--- src/rtl/idx_span_meter.sv ---
module idx_span_meter #(
  parameter int W = 24
) (
  input  logic         clk,
  input  logic         rst_n,
  input  logic         cnt_en,
  input  logic         cnt_dir,
  input  logic         index_lvl,
  input  logic         stat_rd,
  output logic [W-1:0] first_span,
  output logic         first_valid,
  output logic [W-1:0] last_span,
  output logic         last_valid,
  output logic         span_ovf
);
  localparam logic [W-1:0] MAXV = {W{1'b1}};

  logic         idx_q, armed, rise, sat_hit;
  logic [W-1:0] cnt, base, cnt_nx;

  assign rise    = index_lvl & ~idx_q;
  assign base    = rise ? '0 : cnt;
  assign sat_hit = cnt_en & cnt_dir & (base == MAXV);

  always_comb begin
    cnt_nx = base;
    if (cnt_en) begin
      if (cnt_dir) cnt_nx = (base == MAXV) ? base : base + 1'b1;
      else         cnt_nx = (base == '0)   ? base : base - 1'b1;
    end
  end

  always_ff @(posedge clk or negedge rst_n) begin
    if (!rst_n) begin
      idx_q       <= 1'b0;
      armed       <= 1'b0;
      cnt         <= '0;
      first_span  <= '0;
      first_valid <= 1'b0;
      last_span   <= '0;
      last_valid  <= 1'b0;
      span_ovf    <= 1'b0;
    end else begin
      idx_q <= index_lvl;
      cnt   <= cnt_nx;
      if (rise) armed <= 1'b1;
      if (rise && armed) begin
        last_span  <= cnt;
        last_valid <= 1'b1;
        if (!first_valid) begin
          first_span  <= cnt;
          first_valid <= 1'b1;
        end
      end else if (stat_rd) begin
        last_valid <= 1'b0;
      end
      if (sat_hit)      span_ovf <= 1'b1;
      else if (stat_rd) span_ovf <= 1'b0;
    end
  end
endmodule

--- config.mk ---
export PLATFORM = sky130hd
export DESIGN_NAME = idx_span_meter
export DESIGN_NICKNAME = d
export VERILOG_FILES = /design/src/rtl/idx_span_meter.sv
export SDC_FILE = /design/constraint.sdc
export NUM_CORES = 1
export LEC_CHECK = 0
export ABC_AREA = 1
export BUFFER_PORTS_ARGS = -buffer_cell sky130_fd_sc_hd__buf_2
export CORE_UTILIZATION = 62
export DETAILED_ROUTE_END_ITERATION = 8
export GPL_TIMING_DRIVEN = 0
export PLACE_DENSITY_LB_ADDON = 0.3
export RECOVER_POWER = 50
export SLEW_MARGIN = 25
export SYNTH_ARGS = -nofsm -noshare
export SYNTH_HDL_FRONTEND = slang
export SYNTH_SLANG_ARGS = --single-unit
--- constraint.sdc ---
create_clock -name clk -period 7.15 [get_ports clk]
set_input_delay 0.3575 -clock clk [delete_from_list [all_inputs] [get_ports clk]]
set_output_delay 0.3575 -clock clk [all_outputs]
set_load 0.01 [all_outputs]
Word level (Yosys, flattened, before mapping)
Index checks and enable logic that the tools add are counted.

word-level totals
  bits in registers = 77
  bits of input ports = 6
  word-level logic and storage cells = 29

operators by class
  bitwise logic cells = 5
  reductions and logical operators = 5
  mux-type cells = 8
  equality and inequality tests = 1
  add/sub/neg operators = 2

operators with widths
  operator               number
  $mux 24                5
  $add 24x1->24 const B  1
  $eq 24x24->1 const B   1
  $logic_not 24->1       1
  $sub 24x1->24 const B  1
  $reduce_bool 2->1      2
  $and 1x1->1            3
  $mux 1                 3
  $not 1->1              2
  $reduce_and 2->1       1
  $logic_and 1x1->1      1

Logic depth before layout (Yosys ltp)
Gate-level depths: netlist of run 1.

  word-level depth = 7
  gate-level depth with buffers = 19
  depth with buffers taken out = 16

Worst setup path after synthesis of run 1
Ideal clock, no wire load.

  path type = input -> register
  start = in index_lvl
  end = reg cnt[13]
  path buffers = 4
  data required time = 7.030 ns
  arrival time = 2.218 ns
  slack = 4.811 ns
  stages = 17
  library setup time = 0.120 ns
  cell sequence = nand2_1 buf_6 buf_6 buf_2 nand2_1 inv_1 ha_1 nand4_1 nor2_2 nand2_1 nor2_2 nand2_2 buf_6 nand4_1 nand2_1 o21ai_1 nand2_1

between the ends
  word-level cells in the longest chain between the ends = 6

RTL lines
  item                                   line    text
  from (decl)                            8       input logic index_lvl,
  $and 1x1->1 (*)                        21      assign rise = index_lvl & ~idx_q;
  $mux 24 (*)                            22      assign base = rise ? '0 : cnt;
  $sub 24x1->24 (tied with other cells)  29      else cnt_nx = (base == '0) ? base : base - 1'b1;
  $mux 24, on equally long branches      29, 28
  $mux 24                                28      if (cnt_dir) cnt_nx = (base == MAXV) ? base : base + 1'b1;
  $mux 24 (*)                            27      if (cnt_en) begin
  via cnt_nx[13]                         19      logic [W-1:0] cnt, base, cnt_nx;
  to (signal assigned)                   45      cnt <= cnt_nx;
  to (decl)                              19

The timed path passes the listed nets; every way through them passes the cells marked *.
A chain may end at the register's enable or synchronous reset.

==> run summary, run 1 <==
### Outcome
• complete, but fails checks — outcome
• capacitance limit, slew limit — violations in the final reports

### Drt
• 0 — DRC viols
• 18.38 µm — routed length per instance
• 497 — initial detailed-routing violation count
• 4,656 — count of vias placed by the detailed router
• 7 — count of TritonRoute iterations in the first routing pass
• 13,990 µm — routed wire length
• 6.118 — average vias per placed instance
• 0 — remaining antenna violation count

### Global routing
• 22,000 µm — global-route wire length before repair
• 39.75% — total global routing track utilization
• 57 — pin count of the biggest net entering global routing
• 0 — remaining global-route overflow
• 4,376 — via count of the first global-routing pass
• 0 — initial antenna violation count

### Floorplanning
• 85.59 µm — Die Y-Extent
• 0.007325 mm² — die outline area
• 0.006756 mm² — Std-Cell Core Area
• 57 — I/O pin count
• 64.11% — Initial Util
• 30 — standard-cell rows
• 85.59 µm — width of the die

### Timing
• 57 — count of pins over their slew limit
• 2.960 ns — slew at the pin with the worst max-slew slack
• 0 — final hold violation count
• 0.009239 ns — maximum clock skew at final layout
• 240.8 MHz — FMAX
• 2.997 ns — setup slack after layout
• 4.153 ns — Final min period
• 0 ns — Setup TNS
• no — setup repair after global routing missed its margin
• 58.09% — Final period util
• -97.32% — Slew Limit Headroom
• 0 — Final setup violation count

### Final layout
• 13.49% — area delta synth->final
• 0 — count of inserted antenna diode cells
• 684 — Nets
• 564 — fillcell total
• 9.545% — fraction of layout instances using a drive strength above 1
• 0.004916 mm² — final design instance area without fill

### Power and ir drop
• 327.5 mW/mm² — power density over the cells
• 2.550 nW — static leakage
• 150.3 µV — Max VDD drop

### Worst setup path
• 56 — largest fanout of any net on the critical path
• 3.98 ns — critical path data arrival time
• 6.98 ns — required time of the worst setup path
• primary input — element type at the critical path start
• async pin — crit path capture type
• primary input to async pin — type of the worst setup path

### Synthesis
• sky130_fd_sc_hd__dfrtp_1 — cell accounting for the most synthesized area
• 0.004332 mm² — cell area after synthesis
• 77 — count of state elements after synthesis
• 7.136 µm² — average footprint of a synthesized cell
• 44.48% — portion of synthesized cell area occupied by the leading cell type
• sky130_fd_sc_hd__dfrtp_1, sky130_fd_sc_hd__nand2_1, sky130_fd_sc_hd__o21ai_0 — Area contributors post-synth
• 44.48% — sequential area share after synthesis
• 27 — Yosys cell types
• 0 — count of warnings emitted by yosys
• 607 — number of instances in the synthesized netlist
• 615 — total nets after synthesis

### Clock network
• sky130_fd_sc_hd__clkbuf_8 — CTS root buf
• yes — CTS tree
• 2 — CTS max path bufs
• 0.09 ns — Clk pin slew, worst setup/hold paths
• 9 — total CTS buffers
• 3 — CTS HTree Levels
• 77 — Clock Sink Count
• 0.36 ns — insertion delay of the later-clocked pin in the worst-skew pair
• 0 — post_cts resized
• 0 — post-CTS setup buffers

### Placement
• 10,010 µm — HPWL reported at the end of detailed placement
• 56 — # port buffers
• 0.004742 mm² — DP Area
• 0.9891 — final weighted congestion of routability-driven global placement
• 4.057 ns — post-placement setup slack

### Flow run
• 1 — # Max-Cap Violations

### Min path
• primary input to flop — Hold Path Class

==> synthesized netlist by cell type <==
cell type	count
sky130_fd_sc_hd__nor3_1	4
sky130_fd_sc_hd__clkinv_1	1
sky130_fd_sc_hd__o21ai_1	8
sky130_fd_sc_hd__nand3_1	59
sky130_fd_sc_hd__nand4_1	16
sky130_fd_sc_hd__nand3_4	1
sky130_fd_sc_hd__a21boi_0	1
sky130_fd_sc_hd__o211ai_2	1
sky130_fd_sc_hd__a21oi_1	6
sky130_fd_sc_hd__ha_1	2
sky130_fd_sc_hd__xor2_1	7
sky130_fd_sc_hd__nand2_1	192
sky130_fd_sc_hd__nand3b_1	2
sky130_fd_sc_hd__o21ai_0	75
sky130_fd_sc_hd__o22ai_1	1
sky130_fd_sc_hd__clkbuf_1	13
sky130_fd_sc_hd__xnor2_1	2
sky130_fd_sc_hd__o211ai_1	3
sky130_fd_sc_hd__nor2_4	2
sky130_fd_sc_hd__nand2_2	3
sky130_fd_sc_hd__buf_6	5
sky130_fd_sc_hd__buf_1	1
sky130_fd_sc_hd__buf_2	4
sky130_fd_sc_hd__dfrtp_1	77
sky130_fd_sc_hd__inv_1	73
sky130_fd_sc_hd__nor2_1	44
sky130_fd_sc_hd__nor2_2	4
==> through the flow <==
step	utilization [%]	hold slack, ns	std cells	power, W
floorplan	-	0.06191	607	0.001009
detailed placement	70.19	0.2745	744	0.001211
finish	72.76	0.1353	761	0.001610
global placement	69.74	0.4341	743	0.001194
CTS	73.63	0.1165	761	0.001594
global route	72.76	0.1285	761	0.001697
==> cell usage in the layout (no fill, tap or decap), types with 2 or more instances in the layout <==
cell,synthesis,layout
sky130_fd_sc_hd__nor2_2,4,4
sky130_fd_sc_hd__nor3_1,4,4
sky130_fd_sc_hd__clkbuf_1,13,41
sky130_fd_sc_hd__nor2_1,44,44
sky130_fd_sc_hd__nand3_1,59,59
sky130_fd_sc_hd__dfrtp_1,77,77
sky130_fd_sc_hd__clkinvlp_4,0,2
sky130_fd_sc_hd__buf_2,4,34
sky130_fd_sc_hd__nand3b_1,2,2
sky130_fd_sc_hd__buf_6,5,5
sky130_fd_sc_hd__xnor2_1,2,2
sky130_fd_sc_hd__inv_1,73,73
sky130_fd_sc_hd__o21ai_0,75,75
sky130_fd_sc_hd__ha_1,2,2
sky130_fd_sc_hd__nand4_1,16,16
sky130_fd_sc_hd__nand2_1,192,192
sky130_fd_sc_hd__a21oi_1,6,6
sky130_fd_sc_hd__bufinv_16,0,2
sky130_fd_sc_hd__clkbuf_8,0,9
sky130_fd_sc_hd__nand2_2,3,3
sky130_fd_sc_hd__xor2_1,7,7
sky130_fd_sc_hd__o21ai_1,8,8
sky130_fd_sc_hd__nor2_4,2,2
sky130_fd_sc_hd__o211ai_1,3,3
==> repair_timing <==
action                                  4_1_cts  5_1_grt
hold buffers                                  1        0
endpoints found under the hold margin        21        0
endpoints found under the setup margin        0        0
==> cell type report <==
cell class	instances	area [µm²]	share of cell area, %
timing repair buffer	58	261.5	5.319
multi-input combinational	433	1998	40.65
clock buffer	10	127.6	2.596
buffer	23	128.9	2.622
tap	80	100.1	2.036
inverter	74	277.8	5.650
clock inverter	6	95.09	1.934
sequential	77	1927	39.20
==> layer usage <==
metal | vias up | GRT usage, % | wire, µm
li1 | 2089 | - | -
met1 | 2166 | 51.95 | 5435
met2 | 336 | 63.35 | 6455
met3 | 65 | 7.122 | 1457
met4 | 0 | 21.21 | 638
met5 | - | 0 | 0
==> worst max-delay path, stage by stage <==
cell and delay [ns]:
sky130_fd_sc_hd__dlygate4sd3_1 0.53, sky130_fd_sc_hd__clkbuf_1 0.89, sky130_fd_sc_hd__clkbuf_1 2.16
==> sequential cells by signal (all words and copies together), names as in the netlist <==
| register | cells |
|---|---|
| first_valid | 1 |
| idx_q | 1 |
| span_ovf | 1 |
| cnt | 24 |
| first_span | 24 |
| last_valid | 1 |
| armed | 1 |
| last_span | 24 |
==> logic make-up after synthesis <==
family,Yosys count,synth area share [%]
compound gates,95,11.41
xor+xnor,9,1.820
fa+ha+maj,2,0.5776
buf+inv,97,9.387
flops,77,44.48
simple gates,327,32.32
==> power by group <==
group	internal [W]	total, W	switching [W]	leakage [nW]
Clock	0.000200	0.000382	0.000181	0.105
Combinational	0.000186	0.000589	0.000402	1.42
Sequential	0.000527	0.000640	0.000112	1.03
==> path summary, 6_finish.rpt <==
kind                            startpoint            end  slack (ns)  depth (start not counted)
worst max-delay path                 rst_n   last_span[1]        3.00                          3
worst min-delay path             index_lvl          idx_q        0.14                          1
worst max register to register       idx_q        cnt[13]        4.02                         18
worst min register to register       armed          armed        0.49                          2
max in group clk                     idx_q        cnt[13]        4.02                         18
min in group asynchronous            rst_n  first_span[8]        0.77                          2
(Power assumes the default switching activity.)
==> run 2, diff against run 1 <==
--- a/config.mk
+++ b/config.mk
@@ -7,7 +7,7 @@
 export LEC_CHECK = 0
 export ABC_AREA = 1
 export BUFFER_PORTS_ARGS = -buffer_cell sky130_fd_sc_hd__buf_2
-export CORE_UTILIZATION = 62
+export CORE_UTILIZATION = 52
 export DETAILED_ROUTE_END_ITERATION = 8
 export GPL_TIMING_DRIVEN = 0
 export PLACE_DENSITY_LB_ADDON = 0.3
==> constraint.sdc (replaced) <==
create_clock -name clk -period 3.5 [get_ports clk]
set_input_delay 0.175 -clock clk [delete_from_list [all_inputs] [get_ports clk]]
set_output_delay 0.175 -clock clk [all_outputs]
set_load 0.01 [all_outputs]
==> run 2 against run 1 <==
- the flow still finishes with violations (capacitance limit, slew limit)
- final cell count up 3.0%
- combinational power increased by 100%
- sequential share of layout area fell by 0.11 points
- global-route usage is 6.3 points lower
- first-iteration DRC count down 50%
- critical endpoint is now cnt[13]
- via count is 4.3% lower
- clock power increased by 82%
- critical path depth increased by 16
- register-to-register slack got worse by 3.7 ns
==> run summary, run 2 (synthesis results as in run 1) <==
### Outcome
• complete, but fails checks — outcome
• capacitance limit, slew limit — violations in the final reports

### Clock network
• 77 — Clock Sink Count
• sky130_fd_sc_hd__clkbuf_8 — CTS root buf
• 0 — post_cts resized
• 2 — CTS max path bufs
• yes — CTS tree
• 0.09 ns — Clk pin slew, worst setup/hold paths
• 9 — total CTS buffers
• 3 — CTS HTree Levels
• 0.35 ns — insertion delay of the later-clocked pin in the worst-skew pair

### Power and ir drop
• 0.001793 W — Pint
• 0.001409 W — Sw Pwr
• 287.7 µV — Max VDD drop
• 37.4% — combinational fraction of design power
• 2.544 nW — static leakage
• 21.7% — part of the power in the clock network
• 40.9% — Seq pwr share
• 649.5 mW/mm² — power density over the cells
• 0.003202 W — total design power
• 44.02% — switching share of power

### Drt
• 0 — DRC viols
• 0 — remaining antenna violation count
• 249 — initial detailed-routing violation count
• 4,457 — count of vias placed by the detailed router
• 17.59 µm — routed length per instance
• 5.685 — average vias per placed instance
• 5 — count of TritonRoute iterations in the first routing pass
• 13,790 µm — routed wire length

### Floorplanning
• 57 — I/O pin count
• 0.008699 mm² — die outline area
• 32 — standard-cell rows
• 54.92% — Initial Util
• 93.27 µm — Die Y-Extent
• 93.27 µm — width of the die
• 0.007888 mm² — Std-Cell Core Area

### Timing
• 308.8 MHz — FMAX
• 0 — Final setup violation count
• 1.818 ns — slew at the pin with the worst max-slew slack
• 92.51% — Final period util
• 0 ns — Setup TNS
• 0.2621 ns — setup slack after layout
• 0 — final hold violation count
• 33 — count of pins over their slew limit
• 3.238 ns — Final min period
• 0.01326 ns — maximum clock skew at final layout
• no — setup repair after global routing missed its margin
• -21.23% — Slew Limit Headroom
• 0.01942 ns — worst hold margin

### Placement
• 0.9549 — final weighted congestion of routability-driven global placement
• 0.4224 ns — post-placement setup slack
• 56 — # port buffers
• 10,190 µm — HPWL reported at the end of detailed placement

### Final layout
• 13.81% — area delta synth->final
• sky130_fd_sc_hd__nand2_1 — most frequent standard cell in the layout excluding fill and tap cells
• 62.50% — post-route core utilization
• 0 — count of inserted antenna diode cells
• 685 — Nets
• cnt: 24 flops, first_span: 24 flops, last_span: 24 flops — largest registers
• 9.677% — fraction of layout instances using a drive strength above 1
• sky130_fd_sc_hd__nand2_1, sky130_fd_sc_hd__dfrtp_1, sky130_fd_sc_hd__o21ai_0, sky130_fd_sc_hd__inv_1, sky130_fd_sc_hd__nand3_1 — most used cells in the layout excluding fill and tap cells

### Global routing
• 0 — remaining global-route overflow
• 0 — initial antenna violation count
• 4,108 — via count of the first global-routing pass
• 21,690 µm — global-route wire length before repair
• 33.41% — total global routing track utilization
• 47 — pin count of the biggest net entering global routing

### Worst setup path
• dlygate4sd3_1 -> clkbuf_1 -> nand2_1 -> buf_6 -> buf_6 -> buf_2 -> nand2_1 -> inv_1 -> ha_1 -> nand4_1 -> nor2_2 -> nand2_1 -> nor2_2 -> nand2_2 -> buf_6 -> nand4_1 -> nand2_1 -> o21ai_1 -> nand2_1 — cell chain of the critical path
• sky130_fd_sc_hd__dlygate4sd3_1 — cell at the slowest stage of the critical path
• primary input — element type at the critical path start
• 3.74 ns — required time of the worst setup path
• flop — crit path capture type
• 10 — largest fanout of any net on the critical path
• 0.53 ns — peak per-stage delay on the critical path
• 3.48 ns — critical path data arrival time
• sky130_fd_sc_hd__nand2_1 — cell mode on critical path
• primary input to flop — type of the worst setup path

### Flow run
• 1 — # Max-Cap Violations

### Min path
• primary input to flop — Hold Path Class

run 2: cell types whose count changed in the layout (fill, tap and decap cells not counted):
cell,delta
sky130_fd_sc_hd__clkinvlp_4,+1
sky130_fd_sc_hd__bufinv_16,-1
sky130_fd_sc_hd__inv_6,+1
sky130_fd_sc_hd__inv_8,-1
sky130_fd_sc_hd__clkbuf_2,+1
sky130_fd_sc_hd__clkbuf_1,-1
sky130_fd_sc_hd__dlygate4sd3_1,+1
run 2: area by class of cell:
| cell class | count | area, µm² |
|---|---|---|
| clock buffer | 10 | 127.6 |
| multi-input combinational | 433 | 1998 |
| clock inverter | 6 | 70.07 |
| tap | 102 | 127.6 |
| sequential | 77 | 1927 |
| fill | 742 | 2958 |
| inverter | 74 | 277.8 |
| buffer | 23 | 128.9 |
| timing repair buffer | 59 | 272.8 |
run 2: worst max-delay path, delay by kind of cell:
family | cells | cell delay [ns]
and+or+nand+nor | 10 | 1.40
buffers and inverters | 7 | 1.58
adders and majority gates | 1 | 0.21
AOI/OAI and AO/OA | 1 | 0.08
run 2: final timing paths:
| path | startpoint | end | slack (ns) | cells after the start |
|---|---|---|---|---|
| max in group asynchronous | rst_n | first_span[1] | 0.73 | 3 |
| worst max-delay path | index_lvl | cnt[13] | 0.26 | 19 |
| worst min register to register | armed | armed | 0.48 | 2 |
| min in group asynchronous | rst_n | last_span[11] | 0.85 | 2 |
| worst min-delay path | stat_rd | span_ovf | 0.02 | 2 |
| worst max register to register | idx_q | cnt[13] | 0.36 | 18 |
run 2: power by group through the flow:
stage               clock, W  sequential [W]  combinational (W)
finish              0.000695         0.00131            0.00120
CTS                 0.000697         0.00130            0.00119
global placement           0         0.00131            0.00115
floorplan                  0         0.00127           0.000790
global route        0.000731         0.00133            0.00134
detailed placement         0         0.00131            0.00118
run 2: what timing repair did:
| item | 4_1_cts | 5_1_grt |
|---|---|---|
| hold endpoints to repair | 32 | 0 |
| buffers inserted | 0 | 0 |
| setup endpoints to repair | 0 | 0 |
| hold buffers | 2 | 0 |
run 2: metrics by stage:
step | cell area [µm²] | cells
6_report | 4930 | 784
5_1_grt | 4930 | 784
4_1_cts | 4980 | 784
3_5_place_dp | 4762 | 766
3_3_place_gp | 4740 | 765
2_1_floorplan | 4332 | 607
run 2: routing by layer:
| metal | GRT usage (%) | vias up | wire length, µm |
|---|---|---|---|
| li1 | - | 2086 | - |
| met1 | 46.50 | 2120 | 6023 |
| met2 | 53.13 | 217 | 6311 |
| met3 | 4.390 | 34 | 1081 |
| met4 | 12.95 | 0 | 374 |
| met5 | 0 | - | 0 |
